==> config.mk <==
export PLATFORM = sky130hd
export DESIGN_NAME = macro_out_cell
export DESIGN_NICKNAME = d
export VERILOG_FILES = /design/src/rtl/macro_cell_pkg.sv /design/src/rtl/term_sum.sv /design/src/rtl/cell_flop.sv /design/src/rtl/cell_outsel.sv /design/src/rtl/macro_out_cell.sv
export SDC_FILE = /design/constraint.sdc
export NUM_CORES = 1
export LEC_CHECK = 0
export BUFFER_PORTS_ARGS = -buffer_cell sky130_fd_sc_hd__buf_4
export CELL_PAD_IN_SITES_DETAIL_PLACEMENT = 2
export CELL_PAD_IN_SITES_GLOBAL_PLACEMENT = 2
export CORE_MARGIN = 8
export CORE_UTILIZATION = 11
export DETAILED_ROUTE_END_ITERATION = 10
export GPL_TIMING_DRIVEN = 0
export PLACE_DENSITY = 0.8
export REMOVE_ABC_BUFFERS = 1
export SLEW_MARGIN = 25
export SYNTH_ARGS = -nofsm -noshare
export SYNTH_HDL_FRONTEND = slang
export SYNTH_SLANG_ARGS = --single-unit
==> constraint.sdc <==
create_clock -name clk_i -period 1.8 [get_ports clk_i]
set_input_delay 0.27 -clock clk_i [delete_from_list [all_inputs] [get_ports clk_i]]
set_output_delay 0.27 -clock clk_i [all_outputs]
set_load 0.01 [all_outputs]
==> src/rtl/macro_cell_pkg.sv <==
package macro_cell_pkg;

    typedef struct packed {
        logic pol_true;
        logic comb_mode;
    } cell_cfg_t;

    typedef struct packed {
        logic q;
    } cell_state_t;

    function automatic cell_cfg_t decode_cfg(input logic [1:0] raw);
        cell_cfg_t c;
        c.pol_true  = raw[0];
        c.comb_mode = raw[1];
        return c;
    endfunction

endpackage

==> src/rtl/term_sum.sv <==
module term_sum #(
    parameter int TERMS = 8
) (
    input  logic [TERMS-1:0] terms_i,
    output logic             sum_o
);
    logic [TERMS:0] chain;

    assign chain[0] = 1'b0;

    for (genvar g = 0; g < TERMS; g++) begin : g_or
        assign chain[g+1] = chain[g] | terms_i[g];
    end

    assign sum_o = chain[TERMS];
endmodule

==> src/rtl/cell_flop.sv <==
module cell_flop
    import macro_cell_pkg::*;
(
    input  logic clk_i,
    input  logic rst_ni,
    input  logic clr_i,
    input  logic set_i,
    input  logic d_i,
    output logic q_o
);
    cell_state_t state_d, state_q;
    logic        clear;

    assign clear = clr_i | ~rst_ni;

    always_comb begin
        state_d = state_q;
        if (set_i) begin
            state_d.q = 1'b1;
        end else begin
            state_d.q = d_i;
        end
    end

    always_ff @(posedge clk_i or posedge clear) begin
        if (clear) begin
            state_q <= '0;
        end else begin
            state_q <= state_d;
        end
    end

    assign q_o = state_q.q;

    AST_CLEAR_FORCES_ZERO: assert property (@(posedge clk_i) disable iff (!rst_ni)
        clr_i |-> !q_o)
        else $error("clear term did not hold flop at zero");

    AST_SET_NEXT_EDGE: assert property (@(posedge clk_i) disable iff (!rst_ni)
        (set_i && !clr_i) |=> (q_o || clr_i))
        else $error("set term did not load one");

    AST_CLEAR_OVER_SET: assert property (@(posedge clk_i) disable iff (!rst_ni)
        (set_i && clr_i) |-> !q_o)
        else $error("set beat clear");
endmodule

==> src/rtl/cell_outsel.sv <==
module cell_outsel
    import macro_cell_pkg::*;
(
    input  cell_cfg_t cfg_i,
    input  logic      sum_i,
    input  logic      q_i,
    input  logic      oe_i,
    input  logic      ext_i,
    output logic      val_o,
    output logic      oe_o,
    output logic      level_o,
    output logic      fb_true_o,
    output logic      fb_comp_o
);
    logic pre_pol;
    logic fb_src;

    always_comb begin
        pre_pol   = cfg_i.comb_mode ? sum_i : q_i;
        val_o     = cfg_i.pol_true ? pre_pol : ~pre_pol;
        oe_o      = oe_i;
        level_o   = oe_i ? val_o : ext_i;
        fb_src    = cfg_i.comb_mode ? level_o : ~q_i;
        fb_true_o = fb_src;
        fb_comp_o = ~fb_src;
    end
endmodule

==> src/rtl/macro_out_cell.sv <==
module macro_out_cell
    import macro_cell_pkg::*;
#(
    parameter int TERMS = 8
) (
    input  logic             clk_i,
    input  logic             rst_ni,
    input  logic [TERMS-1:0] terms_i,
    input  logic             oe_term_i,
    input  logic             clr_term_i,
    input  logic             set_term_i,
    input  logic [1:0]       cfg_i,
    input  logic             pin_ext_i,
    output logic             pin_val_o,
    output logic             pin_oe_o,
    output logic             pin_level_o,
    output logic             fb_true_o,
    output logic             fb_comp_o
);
    cell_cfg_t cfg;
    logic      sum;
    logic      q;

    assign cfg = decode_cfg(cfg_i);

    term_sum #(.TERMS(TERMS)) u_sum (
        .terms_i (terms_i),
        .sum_o   (sum)
    );

    cell_flop u_flop (
        .clk_i  (clk_i),
        .rst_ni (rst_ni),
        .clr_i  (clr_term_i),
        .set_i  (set_term_i),
        .d_i    (sum),
        .q_o    (q)
    );

    cell_outsel u_out (
        .cfg_i     (cfg),
        .sum_i     (sum),
        .q_i       (q),
        .oe_i      (oe_term_i),
        .ext_i     (pin_ext_i),
        .val_o     (pin_val_o),
        .oe_o      (pin_oe_o),
        .level_o   (pin_level_o),
        .fb_true_o (fb_true_o),
        .fb_comp_o (fb_comp_o)
    );

    AST_COMB_PATH: assert property (@(posedge clk_i) disable iff (!rst_ni)
        cfg_i[1] |-> (pin_val_o == ((|terms_i) ~^ cfg_i[0])))
        else $error("combinatorial pin value wrong");

    AST_PIN_RELEASE: assert property (@(posedge clk_i) disable iff (!rst_ni)
        !oe_term_i |-> (pin_level_o == pin_ext_i))
        else $error("released pin not at external level");

    AST_REG_FEEDBACK: assert property (@(posedge clk_i) disable iff (!rst_ni)
        (!cfg_i[1] && cfg_i[0]) |-> (fb_comp_o == pin_val_o))
        else $error("registered feedback not from flop");

    AST_COMB_FEEDBACK: assert property (@(posedge clk_i) disable iff (!rst_ni)
        cfg_i[1] |-> (fb_true_o == pin_level_o && fb_comp_o != pin_level_o))
        else $error("combinatorial feedback not from pin");
endmodule

==> results of run 1 <==
[power by group through the flow]
stage / Clock (uW) / Combinational [uW] / Sequential [uW]
after floorplan: 0 / 18.9 / 22.9
after global placement: 0 / 63.7 / 23.0
after detailed placement: 0 / 65.4 / 23.0
after CTS: 0 / 65.6 / 23.0
after global routing: 0 / 76.2 / 23.0
final: 0 / 68.9 / 23.0
[layer usage]
layer | up-vias | wire length [um] | part of all wire [%] | track usage [%]
li1 | 112 | - | - | -
met1 | 96 | 293 | 41 | 5.81
met2 | 20 | 268 | 37 | 8.40
met3 | 0 | 154 | 22 | 4.20
met4 | 0 | 0 | 0 | 0
met5 | - | 0 | 0 | 0
[synth_stat cells, drive strengths merged]
cell    n
xor2    3
nand2   2
nor2    2
nor2b   2
nor4    2
a21oi   1
a221o   1
a221oi  1
and2    1
buf     1
dfrtp   1
mux2i   1
o21ai   1
or2     1
[worst max-delay path, cell delays in order]
cell     delay, ns
buf_4         0.11
nor4_2        0.26
nand2_1       0.12
xor2_1        0.18
a221o_1       0.35
buf_4         0.14
[worst paths after layout]
path,from,end,slack (ns),cells past startpoint
max,terms_i[3],fb_comp_o,0.09,6
min,rst_ni,u_flop.q_o,0.15,2
max in group asynchronous,clr_term_i,u_flop.q_o,1.52,2
min in group clk_i,set_term_i,u_flop.q_o,0.47,2
[area by class of cell]
cell class | instances | area share (%)
Timing Repair Buffer | 21 | 46.3
Multi-Input combinational cell | 18 | 40.8
Sequential cell | 1 | 7.35
Tap cell | 15 | 5.51
[cell families after synthesis]
| group | synth area share [%] |
|---|---|
| xor gates and xnor gates | 17.5 |
| muxes | 6.67 |
| buffers and inverters | 5.00 |
| DFF | 16.7 |
| AOI/OAI and AO/OA | 19.2 |
| and+or+nand+nor | 35.0 |
[what timing repair did]
| action | in CTS | in global routing |
|---|---|---|
| pin swaps | 1 | 1 |
| setup endpoints to repair | 1 | 3 |
| hold buffers | 0 | 0 |
| buffers inserted | 1 | 0 |
| hold endpoints to repair | 0 | 0 |
| gates resized for setup | 0 | 3 |
[per-stage QoR]
| stage | utilization [%] | instances | hold WS, ns | instance area (um2) | setup TNS, ns |
|---|---|---|---|---|---|
| 4_1_cts | 24.8 | 55 | 0.153 | 319 | 0 |
| 6_report | 26.5 | 55 | 0.147 | 340 | 0 |
| 3_3_place_gp | 24.2 | 54 | 0.152 | 312 | 0 |
| 5_1_grt | 26.5 | 55 | 0.160 | 340 | 0 |
| 3_5_place_dp | 24.2 | 54 | 0.153 | 312 | -0.00523 |
| 2_1_floorplan | - | 19 | 0.0436 | 143 | 0 |
==> metrics.md, run 1 <==
| Metric | Value |
|---|---|
| Worst Setup Slack, final | 0.0950 ns |
| WP data required | between 1.5 and 2 ns |
| Slew @ Worst Pin | 0.248 ns |
| DR vias | between 200 and 250 |
| Post-Syn Area | 150 um2 |
| Clock power frac | 0% |
| Fin nets | 58 |
| CP Capture Type | output pin |
| Maximum vdd drop | 0.000106 V |
| Cell Pwr Density | 270 nW/um2 |
| Peak Freq | 0.587 GHz |
| Fin crit period | 1.71 ns |
| Worst slew margin | 83.4% |
| DR DRC count | 0 |
| GR Util All Layers | roughly 5.3% |
| Fill count | 154 |
| # IOs | 21 |
| Initial antenna violation count | 0 |
| Yosys cell types | 14 |
| Multi-input logic area | approximately 140 um2 |
| TritonRoute pass-1 iters | 2 |
| Net Sw Frac | 30.6% |
| Seq pwr share | 25.0% |
| Share of layout cells above drive strength 1 | between 60% and 70% |
| Number of global-route vias before repair | 281 |
| Fin crit share | 94.7% |
| Psw | 28.1 uW |
| Worst EP arrival | ~1.4 ns |
| Register area share after synthesis | between 10% and 20% |
| Pre-CTS setup slack | -0.00523 ns |
| Largest net degree at the start of global routing | 8 |
| Initial DRC Count | 1 |
| Int Pwr | 63.7 uW |
| Routability congestion estimate | 0.619 |
| Most common cell after layout, fill and taps aside | buf_4 |
| Chip height | 52.9 um |
| Routed WL per cell | 13.0 um |
| Die Width | roughly 53 um |
| Layout area overhead | 127% |
| Final antenna-violating net count | 0 |
| Synthesis-stage register bit count | 1 |
| Rows | 13 |
| HP Class | primary input to asynchronous set/reset pin |
| Initial Util | 11.7% |
| Logic pwr share | 75.0% |
| Die area | 2800 um2 |
| FF/Latch Area | 25.0 um2 |
| Synth Instances | 20 |
| Post-synth top area cell | xor2_1 |
| CP Class | primary input to output pin |
| Worst-path clk slew | 0 ns |
| Most frequent cells in the layout | buf_4 (21), xor2_1 (3), nand2_1 (2), nor2b_1 (2), nor2_1 (2) |
| Top cell type's share of synthesized area | 17.5% |
| Largest cells by area after synthesis | xor2_1 (18%), dfrtp_1 (17%), nor2b_1 (8.3%), nor4_1 (8.3%), a221o_1 (6.7%) |
| First-pass GRT wire length | ~1.2 mm |
| GRT overflow | 0 |
| Mean Syn Cell Area | 7.51 um2 |
| Status | complete, no violations |
| Max reg flops | 1 |
| Ant diodes | 0 |
| Final wirelength | 716 um |
| Power Total | between 90 and 100 uW |
| Crit start category | primary input |
| Leak | 0.000152 uW |
| Unrepaired setup endpoints after global routing | no |
| Final hold vios | 0 |
| Core Area | between 1000 and 1500 um2 |
| Max Cap Violations | 0 |
| Max FO, Critical Path | 3 |
| Slew Viols, Final | 0 |
| Setup violators final | 0 |
| Port bufs | 20 |
| Synth Warn # | 0 |
| Via/cell ratio | 4.15 |
No activity file was read; power rests on OpenSTA's default activity.
==> run 2, diff against run 1 <==
- BUFFER_PORTS_ARGS: -buffer_cell sky130_fd_sc_hd__buf_4 -> -buffer_cell sky130_fd_sc_hd__buf_2
- REMOVE_ABC_BUFFERS: 1 -> unset
==> run 2 against run 1 <==
Compared with the run above:
- critical endpoint unchanged
- critical path depth unchanged
- via count grew 6.6%
- first-iteration DRC count fell by 100%
- global-route usage fell by 0.84 points
- cell count grew 3.6%
==> metrics.md, run 2 (synthesis gave the netlist of run 1 again) <==
| Metric | Value |
|---|---|
| Status | complete, no violations (unchanged) |
| Largest net degree at the start of global routing | 8 (unchanged) |
| Initial DRC Count | 0 (was 1) |
| GR Util All Layers | 4.48% (was 5.32%) |
| Cell Pwr Density | 257 nW/um2 (was 270 nW/um2) |
| Worst-path clk slew | 0 ns (about the same) |
| Most common cell after layout, fill and taps aside | buf_2 (was buf_4) |
| Fin crit period | 1.72 ns (was 1.71 ns) |
| Via/cell ratio | 4.26 (was 4.15) |
| HP Class | primary input to asynchronous set/reset pin (unchanged) |
| Final antenna-violating net count | 0 (unchanged) |
| Multi-input logic area | 130 um2 (was 139 um2) |
| Number of global-route vias before repair | 265 (was 281) |
| Fin util | 23.1% (was 26.5%) |
| Max Cap Violations | 0 (unchanged) |
| Rows | 13 (unchanged) |
| Final hold vios | 0 (unchanged) |
| Die area | 2800 um2 (unchanged) |
| Maximum vdd drop | 0.000108 V (was 0.000106 V) |
| Most frequent cells in the layout | buf_2 (20), xor2_1 (3), buf_4 (3) (was buf_4 (21), xor2_1 (3), nand2_1 (2), nor2b_1 (2), nor2_1 (2)) |
| Worst EP arrival | 1.45 ns (was 1.44 ns) |
| Hold buffers post-CTS | 0 (unchanged) |
| Max FO, Critical Path | 3 (unchanged) |
| Leak | 0.000142 uW (was 0.000152 uW) |
| First-pass GRT wire length | 1.06 mm (was 1.24 mm) |
| TritonRoute pass-1 iters | 1 (was 2) |
| Fin crit share | 95.8% (was 94.7%) |
| Chip height | 52.9 um (unchanged) |
| Setup violators final | 0 (unchanged) |
| FF/Latch Area | 25.0 um2 (unchanged) |
| Final wirelength | 640 um (was 716 um) |
| Core Area | 1280 um2 (unchanged) |
| Max reg flops | 1 (unchanged) |
| Slew @ Worst Pin | 0.226 ns (was 0.248 ns) |
| Peak Freq | 0.580 GHz (was 0.587 GHz) |
| Fill count | 160 (was 154) |
| DR DRC count | 0 (unchanged) |
| Slew Viols, Final | 0 (unchanged) |
| Die Width | 52.9 um (unchanged) |
| Synth Net Count | 36 |
| GRT overflow | 0 (unchanged) |
| CP Class | primary input to output pin (unchanged) |
| CP Capture Type | output pin (unchanged) |
| WP data required | 1.53 ns (about the same) |
| Routed WL per cell | 11.2 um (was 13.0 um) |
| DR vias | 243 (was 228) |
| Layout area overhead | 97.5% (was 127%) |
| Port bufs | 20 (unchanged) |
| Initial antenna violation count | 0 (unchanged) |
| Fin nets | 60 (was 58) |
| Routability congestion estimate | 0.620 (was 0.619) |
| Share of layout cells above drive strength 1 | 61.9% (was 60.0%) |
| Crit start category | primary input (unchanged) |
| Ant diodes | 0 (unchanged) |
| Final HPWL DP | 575 um |
| Power Total | 76.1 uW (was 91.9 uW) |
| Worst slew margin | 84.9% (was 83.4%) |
| # IOs | 21 (unchanged) |
| Initial Util | 11.7% (unchanged) |
[run 2: worst paths after layout]
kind	from	to	slack, ns	cells past startpoint
min in group clk_i	set_term_i	u_flop.q_o	0.47	2
hold / removal	rst_ni	u_flop.q_o	0.15	2
max in group asynchronous	clr_term_i	u_flop.q_o	1.52	2
setup / recovery	terms_i[3]	fb_comp_o	0.08	6
[run 2: power breakdown]
| part | leakage (uW) | switching [uW] | internal, uW |
|---|---|---|---|
| combinational | 0.000132 | 25.5 | 27.7 |
| clock | 0 | 0 | 0 |
| sequential | 0.0000102 | 0.0247 | 22.9 |
| total | 0.000142 | 25.6 | 50.6 |
[run 2: per-stage QoR]
| step | setup TNS [ns] | hold slack [ns] | instance area (um2) | setup WS [ns] | std cells |
|---|---|---|---|---|---|
| floorplan | 0 | 0.0436 | 150 | 0.301 | 20 |
| global placement | 0 | 0.151 | 269 | 0.0691 | 55 |
| detailed placement | 0 | 0.157 | 269 | 0.0744 | 55 |
| CTS | 0 | 0.157 | 269 | 0.0691 | 55 |
| global route | -0.0126 | 0.167 | 297 | -0.0110 | 57 |
| finish | 0 | 0.148 | 297 | 0.0752 | 57 |
[run 2: worst max-delay path: stages]
cell	delay, ns
buf_2	0.10
nor4_2	0.26
nand2_1	0.15
xor2_1	0.19
a221o_1	0.34
buf_2	0.14
[run 2: layer usage]
layer / vias up / wire length, um / share of wire (%) / global-route usage [%]
met1: 108 / 234 / 37 / 4.40
met2: 18 / 259 / 40 / 7.23
li1: 117 / - / - / -
met3: 0 / 146 / 23 / 4.20
met4: 0 / 0 / 0 / 0
met5: - / 0 / 0 / 0
[run 2: cell type report]
| type | instances | share of cell area, % |
|---|---|---|
| Buffer | 1 | 2.53 |
| Multi-Input combinational cell | 18 | 43.9 |
| Sequential cell | 1 | 8.44 |
| Tap cell | 15 | 6.33 |
| Timing Repair Buffer | 22 | 38.8 |
[run 2: timing repair]
action	4_1_cts	5_1_grt
resized for setup	0	2
hold endpoints to repair	0	0
setup buffers	0	2
endpoints found under the setup margin	0	2
